`src/rtl/dma3d_pkg.sv`:
```
package dma3d_pkg;
    localparam int WORD_W  = 32;
    localparam int N_WORDS = 8;
    localparam int CNT_W   = 16;
    localparam int FW_W    = 3;

    localparam int W_OPT  = 0;
    localparam int W_SRC  = 1;
    localparam int W_CNT  = 2;
    localparam int W_DST  = 3;
    localparam int W_BIDX = 4;
    localparam int W_LINK = 5;
    localparam int W_CIDX = 6;
    localparam int W_CCNT = 7;

    localparam int OPT_AB    = 0;
    localparam int OPT_SHOLD = 1;
    localparam int OPT_DHOLD = 2;
    localparam int OPT_FW_LO = 8;

    typedef struct packed {
        logic                 ab;
        logic [1:0]           hold;   // [0] source, [1] destination
        logic [FW_W-1:0]      fwidth;
        logic [CNT_W-1:0]     acnt;
        logic [CNT_W-1:0]     bcnt;
        logic [CNT_W-1:0]     rld;
        logic [CNT_W-1:0]     ccnt;
        logic [1:0][WORD_W-1:0] base;   // [0] source, [1] destination
        logic [1:0][CNT_W-1:0]  bidx;
        logic [1:0][CNT_W-1:0]  cidx;
    } pset_t;

    function automatic logic [WORD_W-1:0] word_at(input logic [N_WORDS*WORD_W-1:0] raw,
                                                  input int idx);
        return raw[idx*WORD_W +: WORD_W];
    endfunction

    function automatic pset_t unpack_pset(input logic [N_WORDS*WORD_W-1:0] raw);
        pset_t p;
        logic [WORD_W-1:0] opt;
        opt       = word_at(raw, W_OPT);
        p.ab      = opt[OPT_AB];
        p.hold[0] = opt[OPT_SHOLD];
        p.hold[1] = opt[OPT_DHOLD];
        p.fwidth  = opt[OPT_FW_LO +: FW_W];
        p.acnt    = word_at(raw, W_CNT)[CNT_W-1:0];
        p.bcnt    = word_at(raw, W_CNT)[WORD_W-1:CNT_W];
        p.rld     = word_at(raw, W_LINK)[WORD_W-1:CNT_W];
        p.ccnt    = word_at(raw, W_CCNT)[CNT_W-1:0];
        p.base[0] = word_at(raw, W_SRC);
        p.base[1] = word_at(raw, W_DST);
        p.bidx[0] = word_at(raw, W_BIDX)[CNT_W-1:0];
        p.bidx[1] = word_at(raw, W_BIDX)[WORD_W-1:CNT_W];
        p.cidx[0] = word_at(raw, W_CIDX)[CNT_W-1:0];
        p.cidx[1] = word_at(raw, W_CIDX)[WORD_W-1:CNT_W];
        return p;
    endfunction
endpackage

```
`src/rtl/dma3d_side.sv`:
```
module dma3d_side #(
    parameter int ADDR_W = 32,
    parameter int IDX_W  = 16
) (
    input  logic [ADDR_W-1:0] cur_i,
    input  logic [ADDR_W-1:0] frm_i,
    input  logic [IDX_W-1:0]  bidx_i,
    input  logic [IDX_W-1:0]  cidx_i,
    input  logic              hold_i,
    input  logic              eof_i,
    input  logic              ab_i,
    output logic [ADDR_W-1:0] nxt_cur_o,
    output logic [ADDR_W-1:0] nxt_frm_o
);
    localparam int EXT_W = ADDR_W - IDX_W;

    logic [ADDR_W-1:0] bstep;
    logic [ADDR_W-1:0] cstep;
    logic [ADDR_W-1:0] frame_from;

    assign bstep = {{EXT_W{bidx_i[IDX_W-1]}}, bidx_i};
    assign cstep = {{EXT_W{cidx_i[IDX_W-1]}}, cidx_i};
    // AB mode measures the frame stride from the frame start, A mode from the array start
    assign frame_from = ab_i ? frm_i : cur_i;

    always_comb begin
        nxt_cur_o = cur_i;
        nxt_frm_o = frm_i;
        if (!hold_i) begin
            if (eof_i) begin
                nxt_cur_o = frame_from + cstep;
                nxt_frm_o = frame_from + cstep;
            end else begin
                nxt_cur_o = cur_i + bstep;
            end
        end
    end
endmodule

```
`src/rtl/dma3d_count.sv`:
```
module dma3d_count #(
    parameter int CNT_W = 16
) (
    input  logic             clk,
    input  logic             rst_n,
    input  logic             load_i,
    input  logic [CNT_W-1:0] ld_bcnt_i,
    input  logic [CNT_W-1:0] ld_ccnt_i,
    input  logic [CNT_W-1:0] full_bcnt_i,
    input  logic [CNT_W-1:0] rld_i,
    input  logic             ab_i,
    input  logic             evt_i,
    input  logic             beat_i,
    output logic             busy_o,
    output logic             done_o,
    output logic             err_o,
    output logic             eof_o
);
    typedef struct packed {
        logic [CNT_W-1:0] bcnt;
        logic [CNT_W-1:0] ccnt;
        logic             busy;
        logic             done;
        logic             err;
    } cnt_st_t;

    localparam logic [CNT_W-1:0] ONE = CNT_W'(1);

    cnt_st_t st_d, st_q;

    always_comb begin
        st_d     = st_q;
        st_d.err = 1'b0;
        if (beat_i) begin
            if (st_q.bcnt > ONE) begin
                st_d.bcnt = st_q.bcnt - ONE;
                if (!ab_i) begin
                    st_d.busy = 1'b0;
                end
            end else begin
                st_d.bcnt = ab_i ? full_bcnt_i : rld_i;
                st_d.ccnt = st_q.ccnt - ONE;
                st_d.busy = 1'b0;
                if (st_q.ccnt <= ONE) begin
                    st_d.done = 1'b1;
                end
            end
        end else if (load_i) begin
            st_d.bcnt = ld_bcnt_i;
            st_d.ccnt = ld_ccnt_i;
            st_d.busy = 1'b0;
            st_d.done = 1'b0;
        end else if (evt_i && !st_q.busy) begin
            if (st_q.done) begin
                st_d.err = 1'b1;
            end else begin
                st_d.busy = 1'b1;
            end
        end
    end

    always_ff @(posedge clk) begin
        if (!rst_n) begin
            st_q <= '{bcnt: '0, ccnt: '0, busy: 1'b0, done: 1'b1, err: 1'b0};
        end else begin
            st_q <= st_d;
        end
    end

    assign busy_o = st_q.busy;
    assign done_o = st_q.done;
    assign err_o  = st_q.err;
    assign eof_o  = (st_q.bcnt <= ONE);
endmodule

```
`src/rtl/dma3d_walker.sv`:
```
module dma3d_walker
    import dma3d_pkg::*;
#(
    parameter int ADDR_W = 32
) (
    input  logic                       clk,
    input  logic                       rst_n,
    input  logic                       load_i,
    input  logic [N_WORDS*WORD_W-1:0]  pset_i,
    input  logic                       evt_i,
    input  logic                       out_ready,
    output logic                       out_valid,
    output logic [ADDR_W-1:0]          out_src,
    output logic [ADDR_W-1:0]          out_dst,
    output logic [CNT_W-1:0]           out_len,
    output logic [FW_W-1:0]            out_width,
    output logic                       done_o,
    output logic                       err_o
);
    localparam int N_SIDES = 2;

    typedef struct packed {
        pset_t                          pset;
        logic [N_SIDES-1:0][ADDR_W-1:0] cur;
        logic [N_SIDES-1:0][ADDR_W-1:0] frm;
    } walk_st_t;

    walk_st_t w_d, w_q;
    pset_t    pset_new;
    logic     busy;
    logic     eof;
    logic     load_take;
    logic     beat;
    logic [N_SIDES-1:0][ADDR_W-1:0] nxt_cur;
    logic [N_SIDES-1:0][ADDR_W-1:0] nxt_frm;
    logic [N_SIDES-1:0]             hold_q;

    assign pset_new  = unpack_pset(pset_i);
    assign load_take = load_i && !busy;
    assign beat      = busy && out_ready;
    assign hold_q    = w_q.pset.hold;

    dma3d_count #(.CNT_W(CNT_W)) i_count (
        .clk        (clk),
        .rst_n      (rst_n),
        .load_i     (load_take),
        .ld_bcnt_i  (pset_new.bcnt),
        .ld_ccnt_i  (pset_new.ccnt),
        .full_bcnt_i(w_q.pset.bcnt),
        .rld_i      (w_q.pset.rld),
        .ab_i       (w_q.pset.ab),
        .evt_i      (evt_i),
        .beat_i     (beat),
        .busy_o     (busy),
        .done_o     (done_o),
        .err_o      (err_o),
        .eof_o      (eof)
    );

    for (genvar g = 0; g < N_SIDES; g++) begin : g_side
        dma3d_side #(.ADDR_W(ADDR_W), .IDX_W(CNT_W)) i_side (
            .cur_i    (w_q.cur[g]),
            .frm_i    (w_q.frm[g]),
            .bidx_i   (w_q.pset.bidx[g]),
            .cidx_i   (w_q.pset.cidx[g]),
            .hold_i   (w_q.pset.hold[g]),
            .eof_i    (eof),
            .ab_i     (w_q.pset.ab),
            .nxt_cur_o(nxt_cur[g]),
            .nxt_frm_o(nxt_frm[g])
        );
    end

    always_comb begin
        w_d = w_q;
        if (load_take) begin
            w_d.pset = pset_new;
            for (int s = 0; s < N_SIDES; s++) begin
                w_d.cur[s] = pset_new.base[s][ADDR_W-1:0];
                w_d.frm[s] = pset_new.base[s][ADDR_W-1:0];
            end
        end else if (beat) begin
            w_d.cur = nxt_cur;
            w_d.frm = nxt_frm;
        end
    end

    always_ff @(posedge clk) begin
        if (!rst_n) begin
            w_q <= '0;
        end else begin
            w_q <= w_d;
        end
    end

    assign out_valid = busy;
    assign out_src   = w_q.cur[0];
    assign out_dst   = w_q.cur[1];
    assign out_len   = w_q.pset.acnt;
    assign out_width = w_q.pset.fwidth;
endmodule

```
`config.mk`:
```
export PLATFORM = sky130hd
export DESIGN_NAME = dma3d_walker
export DESIGN_NICKNAME = d
export VERILOG_FILES = /design/src/rtl/dma3d_pkg.sv /design/src/rtl/dma3d_side.sv /design/src/rtl/dma3d_count.sv /design/src/rtl/dma3d_walker.sv
export SDC_FILE = /design/constraint.sdc
export NUM_CORES = 1
export LEC_CHECK = 0
export BUFFER_PORTS_ARGS = -buffer_cell sky130_fd_sc_hd__buf_2
export CAP_MARGIN = 10
export CORE_MARGIN = 1
export CORE_UTILIZATION = 34
export DETAILED_ROUTE_END_ITERATION = 8
export GPL_TIMING_DRIVEN = 0
export HOLD_SLACK_MARGIN = 0.08
export PLACE_DENSITY_LB_ADDON = 0.2
export SYNTH_ARGS = -nofsm -noshare
export SYNTH_HDL_FRONTEND = slang
export SYNTH_SLANG_ARGS = --single-unit
```
`constraint.sdc`:
```
create_clock -name clk -period 4 [get_ports clk]
set_input_delay 0.2 -clock clk [delete_from_list [all_inputs] [get_ports clk]]
set_output_delay 0.2 -clock clk [all_outputs]
set_load 0.01 [all_outputs]
```
==> out/qor.yml, run 1 <==
drive_gt1_frac: 0.160
synth_cell_types: 80
yosysMostFrequentCell: "nand2_1"
core_area_um2: 55300
ant_nets: 0
finalPower_mw: 9.38
cts.sinks: 281
synth_flop_cell: "dfxtp_1"
synth_top_cells_by_count: "471 x nand2_1, 316 x a21oi_1, 281 x dfxtp_1"
worstPathArrival_ns: 4.32
timing.rr.start: "i_count.st_q[19]"
postLayoutCoreUtil: 0.454
rows: 86
wl_per_cell_um: 24.0
cap_violations: 0
syn-instance-count: 2526
cts_tree: "built"
die_width_um: 239
yosys-top-cells-area: "dfxtp_1 29%, nand2_1 9.3%, ha_1 8.4%"
synth-edff-count: 0
start_util: 0.345
status: "finished, final reports clean"
rsz0062_at_grt: "no"
timing.hold.ws_ns: 0.117
slew_headroom: 0.0968
io_pins: 347
place_hpwl_mm: 67.8
worstSetupPathType: "flop to flop"
grt.total_usage: 0.312
yosys.area.top_type_share: 0.295
grt_pass1_vias: 21000
dieArea_um2: 57100
drt-total-wl_mm: 91.6
drc: 0
dr_total_vias: 22000
rr_worst_depth: 9
critPathCaptureType: "flop"
worstMarginPinSlew_ns: 1.35
setup_viol: 0
syn-num-nets: 2919
period_needed_ns: 3.91
antenna_cells: 0
clockRootBuffer: "clkbuf_16"
h-tree-depth: 2
grt-ovfl-total: 0
area_growth_syn_to_layout_pct: 31.6
skew_ns: 0.0264
crit_required_ns: 4.41
globalplace.congestion: 1.00
portBuffers: 287
min_path_type: "input pin to flop"
dpl_cell_area_um2: 21500
die_h_um: 239
post-route-cell-area_um2: 25100
ff2ff_setup_slack_ns: 0.09
grt_max_degree: 21
cts_made_buffers: 36
drt_first_pass_iters: 5
clk_pin_slew_ns: 0.06
pre_cts_slack_ns: -1.31
min_period_over_period: 0.977
critPathLaunch: "i_count.st_q[19]"
syn_area_per_cell_um2: 7.56
critPathCapture: "i_count.st_q[26]"
nNetsFinal: 3440
synth-seq-cells: 281
yosysTopAreaCell: "dfxtp_1"
hold_violations: 0
antenna_found_initial: 1
route.detailed.vias_per_inst: 5.77
yosys_warnings: 0
p_leak_nw: 10.7
cts_max_path_buffers: 3
ys_seq_area_frac: 0.295
setup_slack_ns: 0.0916
report.final.slew_viol_count: 0
drt_iter0_drc: 2052
max_freq_ghz: 0.256
ir_worst_vdd_mv: 0.233
critPathLaunchType: "flop"
async_reset_ff_frac: 0
syn-cell-area_um2: 19100
clk_latency_ns: 0.57
powerDensity_nw_per_um2: 373
cp_max_fo: 10
r2r-end: "i_count.st_q[26]"
grt_pass1_wl_mm: 133
kinds of logic after synthesis:
logic type	synth area share
adders and majority gates	0.0881
DFF	0.295
AOI/OAI and AO/OA	0.288
muxes	0.0515
and+or+nand+nor	0.188
xor gates and xnor gates	0.0532
buffers and inverters	0.0364
registers in the layout, indices dropped and copies added (netlist names):
name / flops
i_count.err_o: 1
out_len: 16
hold_q: 2
out_width: 3
out_dst: 32
i_count.done_o: 1
out_src: 32
w_q: 161
i_count.busy_o: 1
i_count.st_q: 32
power breakdown:
| group | switching, mW | total [mW] | leakage (nW) | internal, mW |
|---|---|---|---|---|
| Combinational | 1.47 | 2.41 | 7.74 | 0.937 |
| Clock | 1.40 | 3.76 | 0.665 | 2.36 |
| Sequential | 0.209 | 3.21 | 2.32 | 3.00 |
how the worst min path moves through the flow:
stage,from,to,slack [ns],depth (start not counted)
after floorplan,load_i,i_count.err_o,0.28,1
after global placement,w_q[39],w_q[39],0.44,2
after detailed placement,load_i,i_count.err_o,0.44,2
after CTS,pset_i[239],i_count.st_q[18],0.08,5
after global routing,pset_i[124],w_q[60],0.11,4
final,pset_i[124],w_q[60],0.12,4
per-layer routing:
| metal | GRT usage | up-vias | routed length [um] |
|---|---|---|---|
| met5 | 0 | - | 11 |
| met4 | 0.128 | 2 | 3680 |
| met3 | 0.0525 | 193 | 7890 |
| met2 | 0.502 | 1110 | 41000 |
| met1 | 0.412 | 10500 | 39000 |
| li1 | - | 10200 | - |
through the flow:
step                      setup TNS [ns]  cells
after floorplan                        0   2526
after global placement            -85.29   3561
after detailed placement          -82.18   3561
after CTS                              0   3823
after global routing                   0   3820
final                                  0   3820
cell usage in the layout, fill, tap and decap left out, types with 66 or more instances in the layout:
cell type      synthesis  layout
buf_2                  9     297
a21oi_1              316     314
dlygate4sd3_1          0     194
dfxtp_1              281     280
nor2_1               200     200
xnor2_1               69      69
a21o_1                66      66
clkbuf_1             123     114
nand2_1              471     471
o21ai_0              110     110
ha_1                 128     120
worst max-delay path: stages (launching register included):
cell and delay [ns]:
dfxtp_1 0.44, inv_1 0.10, ha_1 0.31, o2111ai_2 0.54
clkbuf_2 0.57, buf_2 0.57, clkdlybuf4s15_1 0.82, nand3_1 0.18
nand3_1 0.14, a31oi_1 0.09
repair_timing:
action / in CTS / in global routing
hold buffers: 194 / 0
setup buffers: 5 / 3
setup endpoints to repair: 108 / 44
endpoints found under the hold margin: 249 / 0
gates resized for setup: 36 / 36
pin swaps: 6 / 12
cell type report:
class / count / area [um2]
clock buffers: 51 / 1100
well taps: 748 / 936
inverters: 32 / 120
multi-input cells: 2063 / 13000
flip-flops and latches: 281 / 5630
plain buffers: 144 / 636
clock inverters: 12 / 246
repair buffers: 489 / 3440
fillers: 5709 / 30200
Power figures use the tool's default switching activity.
==> inputs of run 2 (changes only) <==
--- a/config.mk
+++ b/config.mk
@@ -5,6 +5,7 @@
 export SDC_FILE = /design/constraint.sdc
 export NUM_CORES = 1
 export LEC_CHECK = 0
+export ABC_CLOCK_PERIOD_IN_PS = 4000
 export BUFFER_PORTS_ARGS = -buffer_cell sky130_fd_sc_hd__buf_2
 export CAP_MARGIN = 10
 export CORE_MARGIN = 1
@@ -13,6 +14,7 @@
 export GPL_TIMING_DRIVEN = 0
 export HOLD_SLACK_MARGIN = 0.08
 export PLACE_DENSITY_LB_ADDON = 0.2
+export REMOVE_ABC_BUFFERS = 1
 export SYNTH_ARGS = -nofsm -noshare
 export SYNTH_HDL_FRONTEND = slang
 export SYNTH_SLANG_ARGS = --single-unit
==> out/qor.yml, run 2 (same netlist as run 1, synthesis figures left out) <==
status: "finished, final reports clean"
rows: 86
hold_violations: 0
cpLargestDelayFamily: "compound AO/OA/AOI/OAI gates"
h-tree-depth: 2
dieArea_um2: 57100
powerDensity_nw_per_um2: 353
die_width_um: 239
skew_ns: 0.0201
grt-ovfl-total: 0
finalNonFillerCells: 3702
io_pins: 347
start_util: 0.345
drt_first_pass_iters: 6
nNetsFinal: 3317
cp_cell_sequence: "buf_12, buf_4, mux2_2, ha_1, and3_1, nand4_1, or3_1, a211oi_1, o211ai_1, a21boi_1, mux2i_1, o21ai_1, a31oi_1"
route.detailed.vias_per_inst: 5.52
area_growth_syn_to_layout_pct: 29.8
drt-total-wl_mm: 70.0
cts_made_buffers: 37
drc: 0
wl_per_cell_um: 18.9
portBuffers: 288
ant_nets: 0
clk_pin_slew_ns: 0.06
max_freq_ghz: 0.266
clk_latency_ns: 0.56
setup_viol: 0
antenna_found_initial: 1
globalplace.congestion: 0.920
min_path_type: "input pin to flop"
rsz0062_at_grt: "no"
cpMaxStageDelayCell: "or3_1"
grt_pass1_vias: 19700
cap_violations: 0
final_common_cell: "nand2_1"
grt.met3_usage: 0.0335
worstPathArrival_ns: 4.23
postLayoutCoreUtil: 0.448
final_cell_mix: "468 x nand2_1, 315 x a21oi_1, 287 x buf_2"
place_hpwl_mm: 48.5
cts_max_path_buffers: 3
clockRootBuffer: "clkbuf_16"
cp_max_fo: 7
core_area_um2: 55300
crit_required_ns: 4.47
worstSetupPathType: "flop to flop"
min_period_over_period: 0.941
regMostFlops: "w_q"
p_leak_nw: 10.7
cts.sinks: 281
cts_tree: "built"
ir_worst_vdd_mv: 0.419
place_inst: 3432
dr_total_vias: 20400
grt.total_usage: 0.239
met1_usage: 0.305
worst-path-buf-inv: 2
worst_path_largest_cell_delay_ns: 0.53
drt_iter0_drc: 1375
period_needed_ns: 3.76
drive_gt1_frac: 0.162
slew_headroom: 0.303
grt_max_degree: 122
report.final.slew_viol_count: 0
met2_usage: 0.403
die_h_um: 239
grt.busiest_layer: "met2"
critPathCaptureType: "flop"
grt_pass1_wl_mm: 108
largest_register_ffs: 161
critPathLaunchType: "flop"
worstMarginPinSlew_ns: 1.05
-- run 2: tightest hold or removal path, delay by kind of cell --
kind	cells	cell delay, ns
AOI/OAI and AO/OA	2	0.24
and+or+nand+nor	2	0.11
buffers and inverters	1	0.08
-- run 2: path summary, 6_finish.rpt --
kind                from          endpoint  slack [ns]  depth (start not counted)
min          pset_i[235]  i_count.st_q[14]        0.11                          5
min reg2reg  out_len[12]       out_len[12]        0.45                          2
max             w_q[325]       out_dst[28]        0.24                         13
max reg2reg     w_q[325]       out_dst[28]        0.24                         13
-- run 2: cell type report --
class	count	area [um2]
Fill cell	5592	30500
Multi-Input combinational cell	2063	12900
Sequential cell	281	5630
Timing Repair Buffer	509	3970
Clock buffer	55	1100
Tap cell	748	936
Inverter	32	128
Clock inverter	12	101
Antenna cell	2	5.00
-- run 2: through the flow --
step	hold slack (ns)	TNS, ns	instance area [um2]	power (mW)	setup WS, ns
CTS	0.0825	0	24700	8.81	0.123
detailed placement	0.443	-4.78	21500	5.28	-0.376
floorplan	0.276	-809.12	18500	4.57	-4.21
finish	0.109	0	24800	8.74	0.237
global route	0.137	0	24800	9.16	0.0152
global placement	0.389	-2457.30	20900	5.26	-12.38
-- run 2: per-layer routing --
layer	up-vias	wire, um
met5	-	0
met4	0	2240
met3	117	3730
met2	567	33100
met1	9759	30900
li1	9986	-
-- run 2: where the power goes --
part / switching [mW] / internal, mW / total, mW
registers: 0.188 / 3.00 / 3.19
logic: 1.26 / 0.951 / 2.21
clock network: 1.36 / 1.98 / 3.34
-- run 2: what timing repair did --
item / in CTS / in global routing
hold endpoints to repair: 263 / 0
setup buffers: 6 / 1
pin swaps: 0 / 1
setup endpoints to repair: 41 / 20
hold buffers: 194 / 0
resized for setup: 5 / 8
